==> config.mk <==
export PLATFORM = sky130hd
export DESIGN_NAME = drive_thermo_latch
export DESIGN_NICKNAME = d
export VERILOG_FILES = /design/src/rtl/drive_thermo_latch.sv
export SDC_FILE = /design/constraint.sdc
export NUM_CORES = 1
export LEC_CHECK = 0
export BUFFER_PORTS_ARGS = -buffer_cell sky130_fd_sc_hd__buf_2
export CAP_MARGIN = 20
export CORE_ASPECT_RATIO = 1.75
export CORE_UTILIZATION = 50
export CTS_BUF_LIST = sky130_fd_sc_hd__clkbuf_4
export CTS_CLUSTER_DIAMETER = 30
export CTS_CLUSTER_SIZE = 24
export DETAILED_ROUTE_END_ITERATION = 10
export GPL_ROUTABILITY_DRIVEN = 0
export PLACE_DENSITY = 0.77
export SYNTH_ARGS = -nofsm -noshare
export SYNTH_HDL_FRONTEND = slang
export SYNTH_SLANG_ARGS = --single-unit
==> constraint.sdc <==
create_clock -name clk -period 1.4 [get_ports clk]
set_input_delay 0.14 -clock clk [delete_from_list [all_inputs] [get_ports clk]]
set_output_delay 0.14 -clock clk [all_outputs]
set_load 0.02 [all_outputs]
==> src/rtl/drive_thermo_latch.sv <==
module drive_thermo_latch #(
  parameter int CODE_W = 6,
  localparam int SEG_N = (1 << CODE_W) - 1
) (
  input  logic              clk,
  input  logic              rst,
  input  logic              load,
  input  logic [CODE_W-1:0] up_code,
  input  logic [CODE_W-1:0] dn_code,
  output logic [SEG_N-1:0]  up_en,
  output logic [SEG_N-1:0]  dn_en
);

  logic [SEG_N-1:0] up_nxt;
  logic [SEG_N-1:0] dn_nxt;

  for (genvar i = 0; i < SEG_N; i++) begin : g_seg
    assign up_nxt[i] = up_code > CODE_W'(i);
    assign dn_nxt[i] = dn_code > CODE_W'(i);
  end

  always_ff @(posedge clk) begin
    if (rst) begin
      up_en <= '0;
      dn_en <= '0;
    end else if (load) begin
      up_en <= up_nxt;
      dn_en <= dn_nxt;
    end
  end

endmodule

==> flow_metrics.env <==
export IMPL_hold_viol=0
export IMPL_hpwl_um=10800
export IMPL_period_share_pct=97.5
export IMPL_placed_cell_area_um2=5750
export IMPL_p_per_area_nw_per_um2=1280
export IMPL_cts_tree="done"
export IMPL_grt_pass1_vias=4572
export IMPL_hold_depth=3
export IMPL_grtUsageMet1_pct=29.0
export IMPL_slowest_delay_ns=0.54
export IMPL_p_switching_mw=2.32
export IMPL_drt_iter0_drc=359
export IMPL_use_met2_pct=54.1
export IMPL_r2r_worst_path_cells=2
export IMPL_totalWireLength_um=14700
export IMPL_crit_path_end_kind="flip-flop"
export IMPL_final_util_pct=65.0
export IMPL_antenna_found_initial=0
export IMPL_r2r_setup_slack_ns=0.64
export IMPL_area_growth_pct=25.3
export IMPL_synthArstFlopShare_pct=0
export IMPL_die_area_um2=10300
export IMPL_yosysTopAreaCell="dfxtp_1"
export IMPL_drive_gt1_share_pct=28.0
export IMPL_hp_start="dn_code[0]"
export IMPL_fin_area_um2=6190
export IMPL_cts_buffers=17
export IMPL_critPathArrivalTime_ns=1.77
export IMPL_required_ns=1.81
export IMPL_busiest_layer="met2"
export IMPL_drc_errors=0
export IMPL_hold_end="dn_en[18]"
export IMPL_path_clk_slew_ns=0.11
export IMPL_core_um2=9530
export IMPL_antenna_cells=0
export IMPL_firstDrtPassIters=5
export IMPL_routedWlPerCell_um=16.8
export IMPL_layout_min_cycle_time_ns=1.36
export IMPL_die_width_um=77.1
export IMPL_yosysWarnings=0
export IMPL_grtUsageMet3_pct=7.19
export IMPL_setup_viol=0
export IMPL_gr_usage_all_layers_pct=29.2
export IMPL_swShare_pct=29.2
export IMPL_ys_types=47
export IMPL_hold_path_class="in -> reg"
export IMPL_antenna_left=0
export IMPL_io_buffers=140
export IMPL_synth_seq_area_share_pct=51.1
export IMPL_synthFlopType="dfxtp_1"
export IMPL_ys_ff_latch=126
export IMPL_grt_first_pass_wirelength_um=23100
export IMPL_power_mw=7.94
export IMPL_r2r_start="up_en[2]"
export IMPL_drv_slew=0
export IMPL_clockBufferDepth=2
export IMPL_peakVddDrop_uv=982
export IMPL_via_count=4915
export IMPL_power_frac_clock_pct=35.0
export IMPL_fp_dieH_um=134
export IMPL_finClkSkew_ns=0
export IMPL_tns_ns=0
export IMPL_combPwrFrac_pct=15.8
export IMPL_synth_edf_count=0
export IMPL_cts_setup_buffers=0
export IMPL_post_drt_via_cell_ratio=5.61
export IMPL_critPathTopFamily="buffers and inverters"
export IMPL_cts_root_buf="clkbuf_4"
export IMPL_outcome="finished, final reports clean"
export IMPL_slew_headroom_pct=65.8
export IMPL_maxCapViolations=0
export IMPL_cts_sinks=126
export IMPL_rsz0062_at_grt="false"
export IMPL_worstSetupPathType="in -> reg"
export IMPL_h_tree_depth=4
export IMPL_crit_fanout=16
export IMPL_insertion_delay_ns=0.52
export IMPL_mappedNetlistNets=615
export IMPL_path_cells="dlygate4sd3_1 > buf_2 > or2_2 > or2_1 > a21oi_1 > nor3_1"
export IMPL_p_leak_nw=2.76
export IMPL_initial_core_util_pct=51.9
export IMPL_finalNetCount=756
export IMPL_synth_area_um2=4940
export IMPL_avgSynthCellArea_um2=8.23
export IMPL_internal_power_mw=5.62
export IMPL_io_pins=141
export IMPL_synthCells=600
export IMPL_synth_area_leaders="dfxtp_1, nor2_1, a21oi_1"
export IMPL_regToRegEndpoint="up_en[2]"
export IMPL_fmax_ghz=0.733
export IMPL_grt_max_degree=61
export IMPL_std_cell_rows=47
export IMPL_path_buf_inv=2
export IMPL_startpoint_type="primary input"
export IMPL_p_seq_share_pct=49.2
export IMPL_worst_pin_slew_ns=0.512
export IMPL_synth_top_area_share_pct=51.1
export IMPL_grt_remaining_overflow=0
export IMPL_cp_slowest_cell="dlygate4sd3_1"
-- worst max path at each step --
stage                          start        end  cells past startpoint
after floorplan           dn_code[1]  dn_en[16]                      6
after global routing       up_en[46]  up_en[46]                      1
after global placement    dn_code[2]  dn_en[16]                      5
final                     dn_code[2]  dn_en[16]                      6
after CTS                 up_code[1]   up_en[6]                      5
after detailed placement  dn_code[2]  dn_en[16]                      5
-- layer usage --
metal / part of all wire, % / wire, um
met3: 5.4 / 790
met4: 4.9 / 716
met5: 0 / 0
met2: 55 / 8050
met1: 35 / 5130
-- placed cells by master, fill, tap and decap left out, types with 2 or more instances in the layout --
master / synthesis / layout
a211oi_1: 21 / 20
a21o_1: 3 / 3
a21oi_1: 72 / 72
a22oi_1: 10 / 10
a311oi_1: 3 / 3
a31oi_1: 4 / 4
a32oi_1: 3 / 3
and2_1: 10 / 10
and3_1: 3 / 3
buf_2: 32 / 138
buf_4: 2 / 32
bufinv_16: 0 / 4
clkbuf_4: 0 / 17
clkinv_1: 0 / 3
clkinv_4: 0 / 4
clkinvlp_4: 0 / 4
dfxtp_1: 126 / 126
dlygate4sd3_1: 0 / 11
inv_1: 4 / 4
mux2i_1: 3 / 3
nand2_1: 56 / 56
nand2b_1: 5 / 5
nand3_1: 6 / 6
nand3b_1: 2 / 2
nor2_1: 99 / 99
nor3_1: 43 / 43
o211ai_1: 4 / 4
o21a_1: 3 / 3
o21ai_0: 26 / 26
o22ai_1: 2 / 2
o32ai_1: 2 / 2
o41ai_1: 2 / 2
or2_1: 2 / 2
or2_2: 6 / 6
or3_1: 5 / 5
-- synthesized netlist by cell type, drive strengths merged, types with 6 or more instances --
| cell type | n |
|---|---|
| dfxtp | 126 |
| nor2 | 100 |
| a21oi | 72 |
| nand2 | 56 |
| nor3 | 43 |
| buf | 36 |
| o21ai | 27 |
| clkbuf | 24 |
| a211oi | 21 |
| and2 | 11 |
| a22oi | 10 |
| or2 | 8 |
| nand3 | 6 |
-- registers in the layout (all words and copies together), names as in the netlist --
signal,flops
up_en,63
dn_en,63
-- stage by stage --
stage / cells / setup WS (ns) / hold WS [ns]
after floorplan: 600 / 0.263 / 0.320
after global routing: 876 / 0.0342 / 0.0270
after CTS: 876 / 0.0591 / 0.0181
final: 876 / 0.0353 / 0.0652
after global placement: 833 / 0.124 / 0.444
after detailed placement: 833 / 0.108 / 0.448
-- final cells by class --
type,instances,area [um^2]
Fill cell,864,3330
Tap cell,122,153
Inverter,5,18.8
Multi-Input combinational cell,409,2110
Clock inverter,15,196
Timing Repair Buffer,182,1060
Clock buffer,17,128
Sequential cell,126,2520
-- worst min-delay path: stages --
cell and delay [ns]:
buf_2 0.15, nor4_1 0.08, nor3b_1 0.17
-- what timing repair did --
action,in CTS,in global routing
endpoints found under the setup margin,0,1
hold buffers,11,0
hold endpoints to repair,26,0
gates resized for setup,0,3
-- cell families (layout without fill, tap and decap cells) --
group | after synthesis | count (layout) | share of synthesized area (%)
multiplexers | 3 | 3 | 0.608
AO/OA/AOI/OAI | 161 | 161 | 19.8
flip-flops | 126 | 126 | 51.1
buffers and inverters | 65 | 219 | 6.25
AND/OR/NAND/NOR | 245 | 245 | 22.3
-- power groups by stage --
stage / combinational (mW) / clock, mW / sequential [mW]
5_1_grt: 1.35 / 3.01 / 3.93
3_3_place_gp: 1.19 / 0 / 3.98
3_5_place_dp: 1.22 / 0 / 3.99
2_1_floorplan: 0.543 / 0 / 4.23
4_1_cts: 1.24 / 2.82 / 3.91
6_report: 1.25 / 2.78 / 3.91
Power figures use the tool's default switching activity.
